### src/rtl/rob_pkg.sv
package rob_pkg;
  typedef enum logic [1:0] {
    KIND_REG    = 2'd0,
    KIND_STORE  = 2'd1,
    KIND_BRANCH = 2'd2
  } kind_e;

  typedef struct packed {
    logic alloc;
    logic commit;
    logic flush;
  } rob_strobe_t;

  typedef struct packed {
    logic done;
    logic mispredict;
  } head_stat_t;
endpackage

### src/rtl/rob_ctrl.sv
module rob_ctrl
  import rob_pkg::*;
#(
  parameter int DEPTH = 6,
  parameter int IDX_W = 3,
  parameter int CNT_W = 3
) (
  input  logic             clk,
  input  logic             rstN,
  input  logic             issueValid,
  input  head_stat_t       headStat,
  output rob_strobe_t      strobe,
  output logic [IDX_W-1:0] headIdx,
  output logic [IDX_W-1:0] tailIdx,
  output logic [CNT_W-1:0] occupancy,
  output logic             issueReady
);
  localparam logic [IDX_W-1:0] LAST_IDX = IDX_W'(DEPTH - 1);
  localparam logic [CNT_W-1:0] FULL_CNT = CNT_W'(DEPTH);

  logic notEmpty, isFull;

  function automatic logic [IDX_W-1:0] wrapInc(input logic [IDX_W-1:0] idx);
    return (idx == LAST_IDX) ? '0 : idx + 1'b1;
  endfunction

  always_comb begin
    notEmpty      = (occupancy != '0);
    isFull        = (occupancy == FULL_CNT);
    strobe.commit = notEmpty && headStat.done;
    strobe.flush  = strobe.commit && headStat.mispredict;
    issueReady    = !isFull && !strobe.flush;
    strobe.alloc  = issueValid && issueReady;
  end

  always_ff @(posedge clk or negedge rstN) begin
    if (!rstN) begin
      headIdx   <= '0;
      tailIdx   <= '0;
      occupancy <= '0;
    end else if (strobe.flush) begin
      headIdx   <= '0;
      tailIdx   <= '0;
      occupancy <= '0;
    end else begin
      if (strobe.commit) headIdx <= wrapInc(headIdx);
      if (strobe.alloc)  tailIdx <= wrapInc(tailIdx);
      case ({strobe.alloc, strobe.commit})
        2'b10:   occupancy <= occupancy + 1'b1;
        2'b01:   occupancy <= occupancy - 1'b1;
        default: occupancy <= occupancy;
      endcase
    end
  end
endmodule

### src/rtl/rob_data.sv
module rob_data
  import rob_pkg::*;
#(
  parameter int DEPTH    = 6,
  parameter int IDX_W    = 3,
  parameter int REG_W    = 5,
  parameter int DATA_W   = 32,
  parameter int RD_PORTS = 2
) (
  input  logic                         clk,
  input  logic                         rstN,
  input  rob_strobe_t                  strobe,
  input  logic [IDX_W-1:0]             headIdx,
  input  logic [IDX_W-1:0]             tailIdx,
  input  logic [1:0]                   issueKind,
  input  logic [REG_W-1:0]             issueDest,
  input  logic [DATA_W-1:0]            issuePc,
  input  logic                         issueDataReady,
  input  logic [DATA_W-1:0]            issueData,
  input  logic [IDX_W-1:0]             issueDataTag,
  input  logic                         cdbValid,
  input  logic [IDX_W-1:0]             cdbTag,
  input  logic [DATA_W-1:0]            cdbValue,
  input  logic                         cdbMispredict,
  input  logic                         cdbTaken,
  input  logic [RD_PORTS*IDX_W-1:0]    lookupTag,
  output logic [RD_PORTS-1:0]          lookupReady,
  output logic [RD_PORTS*DATA_W-1:0]   lookupValue,
  output head_stat_t                   headStat,
  output logic                         regWrEn,
  output logic [REG_W-1:0]             regWrAddr,
  output logic [DATA_W-1:0]            regWrData,
  output logic                         memWrEn,
  output logic [DATA_W-1:0]            memWrAddr,
  output logic [DATA_W-1:0]            memWrData,
  output logic                         flush,
  output logic [DATA_W-1:0]            restartPc,
  output logic                         bpUpdEn,
  output logic [DATA_W-1:0]            bpUpdPc,
  output logic [DATA_W-1:0]            bpUpdTarget,
  output logic                         bpUpdTaken
);
  logic              slotLive  [DEPTH];
  kind_e             slotKind  [DEPTH];
  logic [REG_W-1:0]  slotDest  [DEPTH];
  logic [DATA_W-1:0] slotAddr  [DEPTH];
  logic [DATA_W-1:0] slotValue [DEPTH];
  logic              slotDone  [DEPTH];
  logic              slotHasData [DEPTH];
  logic [IDX_W-1:0]  slotSrcTag  [DEPTH];
  logic              slotMisp  [DEPTH];
  logic              slotTaken [DEPTH];

  kind_e newKind;
  logic  sameCycleData;
  assign newKind       = kind_e'(issueKind);
  assign sameCycleData = cdbValid && (cdbTag == issueDataTag);

  always_ff @(posedge clk or negedge rstN) begin
    if (!rstN) begin
      for (int i = 0; i < DEPTH; i++) begin
        slotLive[i]    <= 1'b0;
        slotKind[i]    <= KIND_REG;
        slotDest[i]    <= '0;
        slotAddr[i]    <= '0;
        slotValue[i]   <= '0;
        slotDone[i]    <= 1'b0;
        slotHasData[i] <= 1'b0;
        slotSrcTag[i]  <= '0;
        slotMisp[i]    <= 1'b0;
        slotTaken[i]   <= 1'b0;
      end
    end else begin
      for (int i = 0; i < DEPTH; i++) begin
        if (strobe.flush) begin
          slotLive[i] <= 1'b0;
        end else if (strobe.alloc && tailIdx == IDX_W'(i)) begin
          slotLive[i]    <= 1'b1;
          slotKind[i]    <= newKind;
          slotDest[i]    <= issueDest;
          slotAddr[i]    <= issuePc;
          slotDone[i]    <= 1'b0;
          slotSrcTag[i]  <= issueDataTag;
          slotMisp[i]    <= 1'b0;
          slotTaken[i]   <= 1'b0;
          if (newKind == KIND_STORE && !issueDataReady && sameCycleData) begin
            slotValue[i]   <= cdbValue;
            slotHasData[i] <= 1'b1;
          end else begin
            slotValue[i]   <= issueData;
            slotHasData[i] <= (newKind != KIND_STORE) || issueDataReady;
          end
        end else if (slotLive[i]) begin
          if (strobe.commit && headIdx == IDX_W'(i)) slotLive[i] <= 1'b0;
          if (cdbValid && cdbTag == IDX_W'(i) && !slotDone[i]) begin
            slotDone[i] <= 1'b1;
            case (slotKind[i])
              KIND_STORE:  slotAddr[i] <= cdbValue;
              KIND_BRANCH: begin
                slotValue[i] <= cdbValue;
                slotMisp[i]  <= cdbMispredict;
                slotTaken[i] <= cdbTaken;
              end
              default:     slotValue[i] <= cdbValue;
            endcase
          end
          if (slotKind[i] == KIND_STORE && !slotHasData[i] &&
              cdbValid && cdbTag == slotSrcTag[i]) begin
            slotValue[i]   <= cdbValue;
            slotHasData[i] <= 1'b1;
          end
        end
      end
    end
  end

  always_comb begin
    headStat.done       = slotLive[headIdx] && slotDone[headIdx] && slotHasData[headIdx];
    headStat.mispredict = (slotKind[headIdx] == KIND_BRANCH) && slotMisp[headIdx];
    regWrEn     = strobe.commit && (slotKind[headIdx] == KIND_REG);
    regWrAddr   = slotDest[headIdx];
    regWrData   = slotValue[headIdx];
    memWrEn     = strobe.commit && (slotKind[headIdx] == KIND_STORE);
    memWrAddr   = slotAddr[headIdx];
    memWrData   = slotValue[headIdx];
    flush       = strobe.flush;
    restartPc   = slotValue[headIdx];
    bpUpdEn     = strobe.flush;
    bpUpdPc     = slotAddr[headIdx];
    bpUpdTarget = slotValue[headIdx];
    bpUpdTaken  = slotTaken[headIdx];
  end

  for (genvar p = 0; p < RD_PORTS; p++) begin : g_lookup
    logic [IDX_W-1:0] rawTag, safeTag;
    logic             inRange;
    assign rawTag  = lookupTag[p*IDX_W +: IDX_W];
    assign inRange = (rawTag < IDX_W'(DEPTH));
    assign safeTag = inRange ? rawTag : '0;
    assign lookupReady[p] = inRange && slotLive[safeTag] && slotDone[safeTag];
    assign lookupValue[p*DATA_W +: DATA_W] = slotValue[safeTag];
  end
endmodule

### src/rtl/rob_core.sv
module rob_core
  import rob_pkg::*;
#(
  parameter int DEPTH    = 6,
  parameter int REG_W    = 5,
  parameter int DATA_W   = 32,
  parameter int RD_PORTS = 2,
  localparam int IDX_W   = $clog2(DEPTH),
  localparam int CNT_W   = $clog2(DEPTH + 1)
) (
  input  logic                       clk,
  input  logic                       rstN,
  input  logic                       issueValid,
  input  logic [1:0]                 issueKind,
  input  logic [REG_W-1:0]           issueDest,
  input  logic [DATA_W-1:0]          issuePc,
  input  logic                       issueDataReady,
  input  logic [DATA_W-1:0]          issueData,
  input  logic [IDX_W-1:0]           issueDataTag,
  output logic                       issueReady,
  output logic [IDX_W-1:0]           issueTag,
  input  logic                       cdbValid,
  input  logic [IDX_W-1:0]           cdbTag,
  input  logic [DATA_W-1:0]          cdbValue,
  input  logic                       cdbMispredict,
  input  logic                       cdbTaken,
  input  logic [RD_PORTS*IDX_W-1:0]  lookupTag,
  output logic [RD_PORTS-1:0]        lookupReady,
  output logic [RD_PORTS*DATA_W-1:0] lookupValue,
  output logic                       regWrEn,
  output logic [REG_W-1:0]           regWrAddr,
  output logic [DATA_W-1:0]          regWrData,
  output logic                       memWrEn,
  output logic [DATA_W-1:0]          memWrAddr,
  output logic [DATA_W-1:0]          memWrData,
  output logic                       flush,
  output logic [DATA_W-1:0]          restartPc,
  output logic                       bpUpdEn,
  output logic [DATA_W-1:0]          bpUpdPc,
  output logic [DATA_W-1:0]          bpUpdTarget,
  output logic                       bpUpdTaken
);
  rob_strobe_t      strobe;
  head_stat_t       headStat;
  logic [IDX_W-1:0] headIdx, tailIdx;
  logic [CNT_W-1:0] occupancy;

  assign issueTag = tailIdx;

  rob_ctrl #(.DEPTH(DEPTH), .IDX_W(IDX_W), .CNT_W(CNT_W)) ctrl (
    .clk(clk), .rstN(rstN), .issueValid(issueValid), .headStat(headStat),
    .strobe(strobe), .headIdx(headIdx), .tailIdx(tailIdx),
    .occupancy(occupancy), .issueReady(issueReady)
  );

  rob_data #(.DEPTH(DEPTH), .IDX_W(IDX_W), .REG_W(REG_W), .DATA_W(DATA_W),
             .RD_PORTS(RD_PORTS)) data (
    .clk(clk), .rstN(rstN), .strobe(strobe), .headIdx(headIdx), .tailIdx(tailIdx),
    .issueKind(issueKind), .issueDest(issueDest), .issuePc(issuePc),
    .issueDataReady(issueDataReady), .issueData(issueData), .issueDataTag(issueDataTag),
    .cdbValid(cdbValid), .cdbTag(cdbTag), .cdbValue(cdbValue),
    .cdbMispredict(cdbMispredict), .cdbTaken(cdbTaken),
    .lookupTag(lookupTag), .lookupReady(lookupReady), .lookupValue(lookupValue),
    .headStat(headStat),
    .regWrEn(regWrEn), .regWrAddr(regWrAddr), .regWrData(regWrData),
    .memWrEn(memWrEn), .memWrAddr(memWrAddr), .memWrData(memWrData),
    .flush(flush), .restartPc(restartPc), .bpUpdEn(bpUpdEn), .bpUpdPc(bpUpdPc),
    .bpUpdTarget(bpUpdTarget), .bpUpdTaken(bpUpdTaken)
  );
endmodule

### config.mk
export PLATFORM = sky130hd
export DESIGN_NAME = rob_core
export DESIGN_NICKNAME = d
export VERILOG_FILES = /design/src/rtl/rob_pkg.sv /design/src/rtl/rob_ctrl.sv /design/src/rtl/rob_data.sv /design/src/rtl/rob_core.sv
export SDC_FILE = /design/constraint.sdc
export NUM_CORES = 2
export LEC_CHECK = 0
export BUFFER_PORTS_ARGS = -buffer_cell sky130_fd_sc_hd__buf_2
export CORE_ASPECT_RATIO = 1.25
export CORE_UTILIZATION = 53
export CTS_BUF_LIST = sky130_fd_sc_hd__clkbuf_16
export CTS_CLUSTER_DIAMETER = 40
export DETAILED_ROUTE_END_ITERATION = 10
export PLACE_DENSITY = 0.77
export SKIP_LAST_GASP = 1
export SYNTH_ARGS = -nofsm -noshare
export SYNTH_HDL_FRONTEND = slang
export SYNTH_SLANG_ARGS = --single-unit
### constraint.sdc
create_clock -name clk -period 3 [get_ports clk]
set_input_delay 0.6 -clock clk [delete_from_list [all_inputs] [get_ports clk]]
set_output_delay 0.6 -clock clk [all_outputs]
set_load 0.02 [all_outputs]
After elaboration in Yosys (flattened, before gate mapping)
Index checks and enable logic that the tools add are counted.
{ "word_totals": {"ramBits": 0, "mem_count": 0, "latchBits": 0, "input_bits": 122, "output_inout_bits": 272, "wordCells": 496, "regBits": 483, "rom_bits": 0} }
{ "classes": {"order_cmp": 5, "addsub": 4, "mux": 219, "n_reduce_logical": 154, "n_mul": 0, "bitwise_logic": 4, "n_shift": 0, "eq_ne": 47, "div_mod_pow": 0} }
{ "ops": {"columns": ["operator", "count"], "rows": [
  ["2-to-1 mux 32 bit", 63],
  ["binary-select mux 32 bit (select 3 bit)", 4],
  ["2-to-1 mux 1 bit", 127],
  ["AND reduction 4 bit", 18],
  ["nonzero test 2 bit", 32],
  ["logical AND 1 bit", 58],
  ["AND reduction 3 bit", 12],
  ["binary-select mux 1 bit (select 3 bit)", 9],
  ["2-to-1 mux 3 bit", 9],
  ["nonzero test 3 bit", 8],
  ["equality test 3 bit", 7],
  ["equality test 3 bit, second input constant", 7],
  ["equality test 2 x 1 -> 1 bit, second input constant", 9],
  ["equality test 3 x 2 -> 1 bit, second input constant", 6],
  ["inequality test 3 x 2 -> 1 bit, second input constant", 6],
  ["equality test 2 bit, second input constant", 8],
  ["binary-select mux 5 bit (select 3 bit)", 1],
  ["logical NOT 1 bit", 15],
  ["greater-or-equal comparator 4 bit, second input constant", 3],
  ["inverter 3 -> 4 bit", 3],
  ["AND reduction 2 bit", 6],
  ["2-to-1 mux 5 bit", 2],
  ["adder 3 x 1 -> 3 bit, second input constant", 3],
  ["equality test 3 x 1 -> 1 bit, second input constant", 3],
  ["10 further kinds", 14]
]} }

Logic depth before layout (Yosys ltp)
{ "logic_depth": {"depth_word": 14, "mapped_depth": 14, "ltp_nobuf": 10} }

By module
From an unflattened synthesis, not the netlist that was laid out.
{ "hier_totals": {"cells_unflattened": 3228, "hier_area_um2": 32437.4} }
{ "by_module_without_submodules": {"columns": ["mod", "area_each_um2", "cells_each", "seq_area_each_um2", "instances"], "rows": [
  ["rob_data", 31893.1, 3171, 11861.4, 1],
  ["rob_ctrl", 544.3, 57, 225.2, 1]
]} }

Worst setup path after synthesis
OpenSTA, ideal clock, no wires.
{ "synth_timing": {"kind": "register to register", "start": "register ctrl.occupancy[0]", "end": "register ctrl.occupancy[2]", "t_required_ps": 2868, "synth_period_minus_slack_ps": 2974, "setup_ps": 132, "path_stages_with_launch": 14, "arrival_time_ps": 2842, "path_buffers": 3, "setup_slack_ps": 26, "path_cell_list": "dfrtp_1 > nor3_2 > nor3_2 > a221oi_4 > nor2b_1 > buf_4 > nand2_2 > buf_2 > buf_2 > a21oi_1 > fa_1 > mux2i_1 > a22oi_1 > a22oi_1"} }
{ "synth_via": {"elab_chain_cells": 9, "word_cells_on_any_way": 15, "classes_between": "add/sub (2); eq/ne (3); mux (2); reduce/logical (8)"} }
{ "synth_rtl": {"columns": ["element", "line", "source"], "rows": [
  ["start: declaration", "rob_ctrl.sv:15", "output logic [CNT_W-1:0] occupancy,"],
  ["start signal: assignment", "rob_ctrl.sv:49", "2'b10: occupancy <= occupancy + 1'b1;"],
  ["start signal: assignment", "rob_ctrl.sv:50", "2'b01: occupancy <= occupancy - 1'b1;"],
  ["start signal: assignment", "rob_ctrl.sv:51", "default: occupancy <= occupancy;"],
  ["nonzero test 3 bit", "rob_ctrl.sv:28", "notEmpty = (occupancy != '0);"],
  ["logical AND 1 bit", "rob_ctrl.sv:30", "strobe.commit = notEmpty && headStat.done;"],
  ["logical AND 1 bit", "rob_ctrl.sv:31", "strobe.flush = strobe.commit && headStat.mispredict;"],
  ["logical NOT 1 bit", "rob_ctrl.sv:32", "issueReady = !isFull && !strobe.flush;"],
  ["logical AND 1 bit", "rob_ctrl.sv:32", null],
  ["logical AND 1 bit", "rob_ctrl.sv:33", "strobe.alloc = issueValid && issueReady;"],
  ["equality test 2 x 1 -> 1 bit or equality test 2 bit (tied branches)", "rob_ctrl.sv:48", "case ({strobe.alloc, strobe.commit})"],
  ["one-hot mux 3 bit (2 select lines)", "rob_ctrl.sv:48", null],
  ["2-to-1 mux 3 bit", "rob_ctrl.sv:41", "end else if (strobe.flush) begin"]
]} }
Several ways; a longest one is shown, not always the timed one.
A chain may end at the register's enable or synchronous reset.

Final worst setup path
{ "layout_timing": {"start": "register ctrl.headIdx[2]", "end": "output port restartPc[31]"} }
{ "layout_via": {"elab_chain_cells": 4} }
{ "layout_rtl": {"columns": ["element", "line", "source"], "rows": [
  ["start: declaration", "rob_ctrl.sv:13", "output logic [IDX_W-1:0] headIdx,"],
  ["start signal: assignment", "rob_ctrl.sv:46", "if (strobe.commit) headIdx <= wrapInc(headIdx);"],
  ["inverter 3 -> 4 bit (not written as such)", "rob_data.sv:127", "restartPc = slotValue[headIdx];"],
  ["binary-select mux 32 bit (select 3 bit)", "rob_data.sv:127", null],
  ["2-to-1 mux 32 bit (not written as such) (2 in a row)", "rob_data.sv:127", null],
  ["end: declaration", "rob_core.sv:37", "output logic [DATA_W-1:0] restartPc,"]
]} }
Every way passes these cells. The select of a mux whose other input is x is not followed.

==> results.cfg <==
[hold_path]
min_from = issueDest[2]
worstHoldPathType = input pin to register
hold_depth = 2
hold_end = data.slotDest[2]$_DFFE_PN0P_

[cells_and_area]
final_common_cell = nand2_1
areaGrowthSynthToFinish_pct = 20.2
post-route-util_pct = 64.6
final_cells = 4460
fin_nets = 3781
design_area_um2 = 36300
fill_cells = 4447
drive_gt1_share_pct = 24.8
final_cell_mix = nand2_1, dfrtp_1, mux2i_1

[die]
fp.dieArea_um2 = 57900
die_w_um = 216
initial_core_util_pct = 53.7
dieHeight_um = 269
core.rowCount = 97
pin_count = 394
core_area_um2 = 56200

[power_and_ir_drop]
p_leak_nw = 17.4
ir_drop_mv = 1.13
power.density_nw_per_um2 = 1270

[synthesis]
synthFlopType = dfrtp_1
ys_warn_count = 0
synth-edff-count = 0
synth-async-reset-ratio_pct = 100
synth-compound-area-share_pct = 19.8
synthXorXnorAreaFrac_pct = 0.667
ys_top_cells_by_area = dfrtp_1, mux2i_1, nand2_1
synth-adder-area-share_pct = 0.149
synth.mux.area_fraction_pct = 16.5
synth_top_cell_by_area = dfrtp_1
ys_ff_latch = 483
synth_cells = 3450
synth_top_family_by_area = compound AO/OA/AOI/OAI gates
netlist_area_um2 = 30200
avgSynthCellArea_um2 = 8.75
ys_seq_area_share_pct = 40.0
synth_fp_nets = 3575
synth_top_area_share_pct = 40.0
synthSimpleGateAreaFrac_pct = 14.3
synthDistinctLibCells = 75

[worst_setup_path]
worstPathBufferInverterCount = 3
crit_fanout = 35
r2r_cells = 14
crit_required_ns = 2.40
crit_path_end_kind = primary output
crit_type = register to primary output
cpPeakStageDelay_ns = 0.54
cp.arrival_ns = 2.47
r2r_start = ctrl.headIdx[1]$_DFFE_PN0P_
r2r-end = data.slotAddr[112]$_DFFE_PN0P_
critical_path.cell_chain = inv_4, buf_16, a21oi_1, o22ai_1, a22o_1, buf_2
cp-start-kind = register
r2r_slack_ns = 0.02
critPathTopFamily = buffers and inverters
cp_slowest_cell = dfrtp_4
crit_path_start = ctrl.headIdx[2]$_DFFE_PN0P_

[sta]
slew_violations = 0
fin_crit_sh_pct = 102
whs_ns = 0.286
finClkSkew_ns = 0.0343
period_needed_ns = 3.07
worstMarginPinSlew_ns = 0.711
timing.fmax_mhz = 326
slew_headroom_pct = 52.2
rsz0062_at_grt = true
setup_slack_ns = -0.0718
hold_viol = 0
finalSetupViolCount = 79

[clocking]
cts-root-buf = clkbuf_16
htreeDepth = 3
clock-sinks = 483
cts_tree = yes
clk_latency_ns = 0.63
clk_pin_slew_worst_paths_ns = 0.06
cts_buffers = 67
cts_buffer_depth = 3

[global_routing]
overflow = 0
grt_max_degree = 76
grtUsageTotal_pct = 38.7
grtUsageMet1_pct = 47.7
grt.busiest_layer = met2
use_met3_pct = 9.73
gr-usage-met2_pct = 61.0
grt_pass1_wl_um = 171000
antenna_found_initial = 14
grt_pass1_vias = 28330

[place]
placed_cells = 4293
dp_hpwl_um = 69300
place_congestion = 1.00
io_buffers = 393
place_area_um2 = 32500

[drt]
drcViolationCount = 0
vias_per_cell = 6.66
wl_per_cell_um = 26.0
via_count = 29723
dr.first_iter.drc_count = 3905
first_pass_iters = 8
drt-total-wl_um = 116000
ant_nets = 0

[outcome]
violations = negative setup slack
status = complete, but fails checks

[flow_run]
cap_violations = 0
[worst reg2reg max path, delay by kind of cell (launching register included)]
family / cells / cell delay (ns)
buffers and inverters: 7 / 1.33
and+or+nand+nor: 3 / 0.34
DFF: 1 / 0.55
AOI/OAI and AO/OA: 4 / 0.65
[per-layer routing]
metal | up-vias | wire (µm)
met5 | - | 94
met4 | 14 | 7810
met3 | 611 | 14900
met2 | 2377 | 52200
met1 | 14104 | 41000
li1 | 12617 | -
[metrics by stage]
stage | total power [mW] | setup TNS (ns) | worst slack (ns)
finish | 46.2 | -1.27 | -0.0718
global route | 48.3 | -6.21 | -0.0954
CTS | 44.1 | -2.66 | -0.0538
detailed placement | 34.7 | 0 | 0.174
global placement | 34.1 | 0 | 0.168
floorplan | 29.2 | 0 | 0.0260
[sequential cells by signal (all words and copies together) (netlist names)]
signal,count
data.slotValue,192
ctrl.occupancy,3
data.slotKind,12
data.slotLive,6
data.slotDest,30
data.slotDone,6
data.slotAddr,192
data.slotSrcTag,18
ctrl.tailIdx,3
ctrl.headIdx,3
data.slotMisp,6
data.slotTaken,6
data.slotHasData,6
[cells in the mapped netlist (all sizes together) (5+ instances only)]
master   count
mux2       117
nor3b        5
a211oi      17
a22oi       12
o22ai      214
and2         8
inv         23
dfrtp      483
nor4        10
nand2b      16
mux2i      348
nand4bb      5
nand2      632
nand3b       8
nor2       306
nand3       18
clkbuf     179
xnor2        8
xor2        15
a21oi      215
nor2b       13
o22a         6
o221ai       8
a22o        70
buf        262
o21ai      214
nor3         7
a31oi      162
a221oi      25
[cells by family (layout without fill, tap and decap cells)]
group                    Yosys count  count (layout)
AND/OR/NAND/NOR                 1048            1048
AO/OA/AOI/OAI                    959             959
flip-flops                       483             483
multiplexers                     468             468
buffers and inverters            466             726
XOR/XNOR                          23              23
adder cells (fa/ha/maj)            3               3
other                              0               8
[final cells by class]
type	count	area, µm²	share of cell area [%]
inverter	25	119	0.328
sequential	483	12100	33.3
multi-input combinational	2501	16100	44.5
clock inverter	54	487	1.34
timing repair buffer	578	4760	13.1
tap	742	928	2.56
antenna	8	20.0	0.0552
clock buffer	69	1730	4.76
[worst max-delay path by stage]
stage / end / slack, ns / depth (start not counted)
2_1_floorplan: ctrl.occupancy[2]$_DFFE_PN0P_ / 0.03 / 13
3_3_place_gp: regWrEn / 0.17 / 7
3_5_place_dp: data.slotAddr[126]$_DFFE_PN0P_ / 0.17 / 10
4_1_cts: restartPc[26] / -0.05 / 7
5_1_grt: issueReady / -0.1 / 7
6_report: restartPc[31] / -0.07 / 6
[power breakdown]
part | leakage [nW] | internal [mW] | switching (mW) | total, mW
Combinational | 10.6 | 10.6 | 15.3 | 25.9
Clock | 1.09 | 4.57 | 3.39 | 7.96
Sequential | 5.71 | 9.69 | 2.74 | 12.4
Total | 17.4 | 24.8 | 21.4 | 46.2
[repair_timing]
action                                  4_1_cts  5_1_grt
buffers inserted                             15       11
resized for setup                           122      141
endpoints found under the setup margin      203      199
cloned                                        5        6
hold buffers                                  1        0
endpoints found under the hold margin        55        0
pin swaps                                     7       34
(Power assumes the default switching activity.)
